## src/rtl/nsd_pkg.sv

```systemverilog
package nsd_pkg;
    typedef enum logic [1:0] {ST_IDLE, ST_RUN, ST_FIX, ST_FIN} nsd_state_t;

    localparam logic [2:0] OP_ADD   = 3'd0;
    localparam logic [2:0] OP_SUB   = 3'd1;
    localparam logic [2:0] OP_CMP   = 3'd2;
    localparam logic [2:0] OP_SUBSL = 3'd3;

    function automatic logic op_is_load(input logic [2:0] o);
        return o[2];
    endfunction

    function automatic logic op_is_subtract(input logic [2:0] o);
        return !o[2] && (o[1:0] != 2'd0);
    endfunction
endpackage

```

## src/rtl/nsd_ilv_reg.sv

```systemverilog
module nsd_ilv_reg #(
    parameter int NIB_W = 4,
    parameter int NIBS  = 4,
    localparam int W    = NIB_W * NIBS
) (
    input  logic             clk,
    input  logic             rst_n,
    input  logic             shift_en,
    input  logic [NIB_W-1:0] nib_in,
    input  logic             par_en,
    input  logic [W-1:0]     par_word,
    output logic [NIB_W-1:0] low_nib,
    output logic [W-1:0]     word
);
    // Slice j holds word bits j, j+NIB_W, j+2*NIB_W, ...
    for (genvar j = 0; j < NIB_W; j++) begin : g_slice
        logic [NIBS-1:0] slice_q;

        always_ff @(posedge clk or negedge rst_n) begin
            if (!rst_n) begin
                slice_q <= '0;
            end else if (par_en) begin
                for (int k = 0; k < NIBS; k++) slice_q[k] <= par_word[k*NIB_W+j];
            end else if (shift_en) begin
                slice_q <= {nib_in[j], slice_q[NIBS-1:1]};
            end
        end

        assign low_nib[j] = slice_q[0];
        for (genvar k = 0; k < NIBS; k++) begin : g_bit
            assign word[k*NIB_W+j] = slice_q[k];
        end
    end
endmodule

```

## src/rtl/nsd_nib_add.sv

```systemverilog
module nsd_nib_add #(
    parameter int NIB_W = 4
) (
    input  logic [NIB_W-1:0] a,
    input  logic [NIB_W-1:0] b,
    input  logic             inv,
    input  logic             cin,
    output logic [NIB_W-1:0] sum,
    output logic             cout
);
    logic [NIB_W-1:0] a_eff;
    assign a_eff = inv ? ~a : a;
    assign {cout, sum} = {1'b0, b} + {1'b0, a_eff} + {{NIB_W{1'b0}}, cin};
endmodule

```

## src/rtl/nsd_seq.sv

```systemverilog
module nsd_seq
    import nsd_pkg::*;
#(
    parameter int NIBS = 4,
    localparam int CW  = (NIBS > 1) ? $clog2(NIBS) : 1
) (
    input  logic       clk,
    input  logic       rst_n,
    input  logic       start,
    input  logic [2:0] op_in,
    output nsd_state_t state,
    output logic [2:0] op_q,
    output logic       accept,
    output logic       last_nib
);
    nsd_state_t      state_d;
    logic [CW-1:0]   cnt_q;

    assign accept   = (state == ST_IDLE) && start;
    assign last_nib = (state == ST_RUN) && (cnt_q == CW'(NIBS - 1));

    always_comb begin
        state_d = state;
        unique case (state)
            ST_IDLE: if (start) state_d = ST_RUN;
            ST_RUN:  if (last_nib) state_d = (op_q == OP_SUBSL) ? ST_FIX : ST_FIN;
            ST_FIX:  state_d = ST_FIN;
            ST_FIN:  state_d = ST_IDLE;
        endcase
    end

    always_ff @(posedge clk or negedge rst_n) begin
        if (!rst_n) begin
            state <= ST_IDLE;
            cnt_q <= '0;
            op_q  <= OP_ADD;
        end else begin
            state <= state_d;
            if (accept) begin
                op_q  <= op_in;
                cnt_q <= '0;
            end else if (state == ST_RUN) begin
                cnt_q <= cnt_q + 1'b1;
            end
        end
    end


    seq_enter_chk: assert property (@(posedge clk) disable iff (!rst_n)
        accept |=> (state == ST_RUN) && (cnt_q == '0));

    seq_run_len_chk: assert property (@(posedge clk) disable iff (!rst_n)
        ((state == ST_RUN) && !last_nib) |=> (state == ST_RUN));
endmodule

```

## src/rtl/nsd_top.sv

```systemverilog
module nsd_top
    import nsd_pkg::*;
#(
    parameter int NIB_W = 4,
    parameter int NIBS  = 4,
    parameter int NACC  = 4,
    localparam int W    = NIB_W * NIBS,
    localparam int SW   = $clog2(NACC)
) (
    input  logic          clk,
    input  logic          rst_n,
    input  logic          start,
    input  logic [2:0]    op,
    input  logic [SW-1:0] src_sel,
    input  logic [SW-1:0] dst_sel,
    input  logic [W-1:0]  ext_word,
    output logic [W-1:0]  result,
    output logic          carry,
    output logic          zero,
    output logic          done
);
    nsd_state_t       state;
    logic [2:0]       op_q;
    logic             accept, last_nib, run, fix;
    logic [SW-1:0]    src_q, dst_q;
    logic [W-1:0]     ext_q;
    logic             carry_q, zacc_q, carry_f, zero_f;
    logic [NIB_W-1:0] lo [NACC];
    logic [W-1:0]     wd [NACC];
    logic [NIB_W-1:0] a_nib, b_nib, sum;
    logic             cout, inv, is_load;
    logic [W-1:0]     dst_w;

    nsd_seq #(.NIBS(NIBS)) u_seq (
        .clk(clk), .rst_n(rst_n), .start(start), .op_in(op),
        .state(state), .op_q(op_q), .accept(accept), .last_nib(last_nib)
    );

    assign run     = (state == ST_RUN);
    assign fix     = (state == ST_FIX);
    assign is_load = op_is_load(op_q);
    assign inv     = op_is_subtract(op_q);
    assign dst_w   = wd[dst_q];
    assign a_nib   = is_load ? ext_q[NIB_W-1:0] : lo[src_q];
    assign b_nib   = is_load ? '0 : lo[dst_q];

    nsd_nib_add #(.NIB_W(NIB_W)) u_add (
        .a(a_nib), .b(b_nib), .inv(inv), .cin(carry_q), .sum(sum), .cout(cout)
    );

    for (genvar i = 0; i < NACC; i++) begin : g_acc
        logic             is_dst, sh_en, pe;
        logic [NIB_W-1:0] nin;
        assign is_dst = (dst_q == SW'(i));
        assign sh_en  = run && (is_dst || (src_q == SW'(i)));
        assign nin    = (is_dst && (op_q != OP_CMP)) ? sum : lo[i];
        assign pe     = fix && is_dst;

        nsd_ilv_reg #(.NIB_W(NIB_W), .NIBS(NIBS)) u_acc (
            .clk(clk), .rst_n(rst_n), .shift_en(sh_en), .nib_in(nin),
            .par_en(pe), .par_word({dst_w[W-2:0], carry_q}),
            .low_nib(lo[i]), .word(wd[i])
        );
    end

    always_ff @(posedge clk or negedge rst_n) begin
        if (!rst_n) begin
            src_q   <= '0;
            dst_q   <= '0;
            ext_q   <= '0;
            carry_q <= 1'b0;
            zacc_q  <= 1'b0;
            carry_f <= 1'b0;
            zero_f  <= 1'b0;
        end else if (accept) begin
            src_q   <= src_sel;
            dst_q   <= dst_sel;
            ext_q   <= ext_word;
            carry_q <= op_is_subtract(op);
            zacc_q  <= 1'b1;
        end else if (run) begin
            carry_q <= cout;
            zacc_q  <= zacc_q && (sum == '0);
            ext_q   <= ext_q >> NIB_W;
            if (last_nib && (op_q != OP_SUBSL)) begin
                carry_f <= cout;
                zero_f  <= zacc_q && (sum == '0);
            end
        end else if (fix) begin
            carry_f <= dst_w[W-1];
            zero_f  <= ({dst_w[W-2:0], carry_q} == '0);
        end
    end

    assign result = dst_w;
    assign carry  = carry_f;
    assign zero   = zero_f;
    assign done   = (state == ST_FIN);


    done_pulse_chk: assert property (@(posedge clk) disable iff (!rst_n)
        done |=> !done);

    busy_hold_chk: assert property (@(posedge clk) disable iff (!rst_n)
        ((state != ST_IDLE) && start) |=> ($stable(dst_q) && $stable(src_q) && $stable(op_q)));

    idle_hold_chk: assert property (@(posedge clk) disable iff (!rst_n)
        ((state == ST_IDLE) && !start) |=> $stable(result));

    flag_hold_chk: assert property (@(posedge clk) disable iff (!rst_n)
        (state == ST_IDLE) |=> ($stable(carry) && $stable(zero)));
endmodule

```

## config.mk

```make
export PLATFORM = sky130hd
export DESIGN_NAME = nsd_top
export DESIGN_NICKNAME = d
export VERILOG_FILES = /design/src/rtl/nsd_pkg.sv /design/src/rtl/nsd_ilv_reg.sv /design/src/rtl/nsd_nib_add.sv /design/src/rtl/nsd_seq.sv /design/src/rtl/nsd_top.sv
export SDC_FILE = /design/constraint.sdc
export NUM_CORES = 1
export LEC_CHECK = 0
export ABC_CLOCK_PERIOD_IN_PS = 4150
export BUFFER_PORTS_ARGS = -buffer_cell sky130_fd_sc_hd__buf_4
export CORE_ASPECT_RATIO = 0.9
export CORE_UTILIZATION = 25
export CTS_BUF_LIST = sky130_fd_sc_hd__clkbuf_4 sky130_fd_sc_hd__clkbuf_8 sky130_fd_sc_hd__clkbuf_16
export CTS_CLUSTER_SIZE = 24
export DETAILED_ROUTE_END_ITERATION = 8
export PLACE_DENSITY_LB_ADDON = 0.05
export SLEW_MARGIN = 40
export SYNTH_ARGS = -nofsm -noshare
export SYNTH_HDL_FRONTEND = slang
export SYNTH_SLANG_ARGS = --single-unit
export TNS_END_PERCENT = 50
```

## constraint.sdc

```tcl
create_clock -name clk -period 4.15 [get_ports clk]
set_input_delay 0.415 -clock clk [delete_from_list [all_inputs] [get_ports clk]]
set_output_delay 0.415 -clock clk [all_outputs]
set_load 0.05 [all_outputs]
```

==> impl_metrics.ini <==
[placement]
gp_congestion = 0.835
place_ws_ns = 0.878
dp_hpwl_um = 13900
numPortBuffers = 44
placed_area_sq_mm = 0.00598

[sta]
finalSetupViolations = 0
finalWorstSetupSlack_ns = 0.899
worst_pin_slew_ns = 0.811
skew_ns = 0.00618
hold_violations = 0
fin_crit_sh = 0.783
slew_headroom = 0.460
rsz0062_at_grt = false
max_freq_mhz = 308
period_needed_ns = 3.25
tns_ns = 0
final_max_slew_viol_count = 0

[setup_path]
crit_arrival_ns = 3.54
r2r_setup_slack_ns = 0.90
crit_slowest_cell = dfrtp_1
required_ns = 4.44
cp-start-kind = register
cp_max_fo = 12
crit_path_cell_trace = mux4_2, xor2_1, o21ai_0, fa_1, inv_1, fa_1, xnor2_1, mux2i_1, o21ai_0, mux2_2
end_kind = register
max_stage_delay_ns = 0.63
critical_path_class = register to register

[yosys]
yosys.area_share.simple = 0.172
synth_common_cells = nand2_1 (107), dfrtp_1 (95), nor2_1 (44), mux2i_1 (40), o21ai_0 (32)
synth_area_leaders = dfrtp_1 (45%), nand2_1 (7.5%), mux2i_1 (7.5%), mux4_2 (5.5%), mux4_1 (3.4%)
synth_top_family_by_area = multiplexers
synth_edf_count = 0
synth_adder_area_share = 0.0286
avgSynthCellArea_sq_um = 9.93
synth-seq-cells = 95
synthXorXnorAreaFrac = 0.0115
muxShareOfSynthArea = 0.177
netlist.area_leader.share = 0.445
async_flop_share = 1.00
synth_cells = 538
synth_compound_area_frac = 0.132
yosysWarnings = 0
yosysTopAreaCell = dfrtp_1
mappedNetlistNets = 575
ys_seq_area_frac = 0.445
syn-cell-area_sq_mm = 0.00534
ys.flop_type = dfrtp_1
ys_types = 51
synth_most_common_cell = nand2_1

[routing]
vias = 4346
drc = 0
wire_per_inst_um = 22.3
finalWirelength_um = 19300
dr.pass1.iters = 4
vias_per_cell = 5.04
postRouteAntennaNets = 0
first_iter_violations = 304

[global_routing]
grt-ovfl-total = 0
antenna_found_initial = 2
gr-usage-all-layers = 0.186
grt_pass1_wl_um = 29400
grt_max_degree = 66
grt_pass1_vias = 4532

[clocking]
cts.clk_slew.worst_paths_ns = 0.07
cts-resized-gates = 0
cts_tree = done
cts_inserted_buffers = 9
insertion_delay_ns = 0.36
clock_tree.root_cell = clkbuf_16
clock_path_buffers = 2
cts_max_level = 3
post_cts_buffers = 0
cts.sinks = 95
ctsHoldBuffers = 0

[finish]
areaGrowthSynthToFinish_pct = 17.6
final_area_sq_mm = 0.00628
drive_gt1_frac = 0.175
fin_nets = 608
num-fill-cells = 2221

[floorplanning]
dieHeight_um = 141
initial_core_util = 0.256
top_level_ports = 45
die_area_sq_mm = 0.0220
die_w_um = 156
core.rowCount = 50
coreArea_sq_mm = 0.0209

[hold_path]
hold_path_class = input port to async pin

[job]
cap_violations = 0

[run_status]
status = complete, no violations
[layer usage]
metal  global-route usage  share of wire
met1                0.266           0.48
met2                0.278           0.44
met3               0.0397          0.061
met4               0.0557          0.017
met5                    0              0
[registers in the layout, summed over array words and instances, names as in the netlist]
register	count
src_q	2
carry	1
u_seq.op_q	3
u_seq.cnt_q	2
g_acc.u_acc.g_slice.slice_q	64
zacc_q	1
carry_q	1
ext_q	16
zero	1
u_seq.state	2
dst_q	2
[final timing paths]
| check | start | to | depth (start not counted) |
|---|---|---|---|
| worst min register to register | ext_q[15]$_DFFE_PN0P_ | ext_q[15]$_DFFE_PN0P_ | 2 |
| max in group asynchronous | rst_n | ext_q[6]$_DFFE_PN0P_ | 2 |
| worst max-delay path | src_q[0]$_DFFE_PN0P_ | g_acc[1].u_acc.g_slice[2].slice_q[3]$_DFFE_PN0P_ | 10 |
| min in group clk | op[2] | carry_q$_DFFE_PN0P_ | 2 |
| worst min-delay path | rst_n | g_acc[1].u_acc.g_slice[2].slice_q[2]$_DFFE_PN0P_ | 1 |
| worst max register to register | src_q[0]$_DFFE_PN0P_ | g_acc[1].u_acc.g_slice[2].slice_q[3]$_DFFE_PN0P_ | 10 |
[metrics by stage]
step | std cells | utilization | hold WS (ns)
finish | 863 | 0.301 | 0.0633
CTS | 862 | 0.300 | 0.0910
detailed placement | 846 | 0.286 | 0.471
global placement | 846 | 0.286 | 0.487
floorplan | 538 | - | 0.119
global route | 862 | 0.300 | 0.114
[cell usage in the layout (no fill, tap or decap), types with 11 or more instances in the layout]
cell,Yosys,final
a21oi_1,13,12
buf_4,0,54
dfrtp_1,95,95
mux2i_1,40,40
mux4_2,13,13
nand2_1,107,107
nand3_1,12,12
nor2_1,44,44
nor2b_1,11,11
o21ai_0,32,31
o22ai_1,17,17
[critical path: cells and delay by family, from the launching register on]
kind	cells	cell delay (ns)
DFF	1	0.63
muxes	3	0.89
xor gates and xnor gates	2	0.59
adders and majority gates	2	0.64
buffers and inverters	1	0.06
AOI/OAI and AO/OA	2	0.37
[layout make-up]
cell class | count | area, sq um | area share
Antenna cell | 1 | 2.50 | 0.000398
Clock buffer | 12 | 254 | 0.0404
Clock inverter | 4 | 45.0 | 0.00717
Inverter | 10 | 37.5 | 0.00598
Multi-Input combinational cell | 400 | 2790 | 0.444
Sequential cell | 95 | 2380 | 0.379
Tap cell | 286 | 358 | 0.0570
Timing Repair Buffer | 55 | 417 | 0.0663
[kinds of logic (layout without fill, tap and decap cells)]
| kind of cell | Yosys count | in the layout |
|---|---|---|
| other | 0 | 1 |
| AND/OR/NAND/NOR | 207 | 207 |
| flip-flops | 95 | 95 |
| buffers and inverters | 43 | 81 |
| multiplexers | 66 | 66 |
| adder cells (fa/ha/maj) | 11 | 11 |
| AO/OA/AOI/OAI | 109 | 109 |
| XOR/XNOR | 7 | 7 |
Power is not shown: default switching activity piles up to over one toggle a cycle in this logic, so the estimate is an artifact.
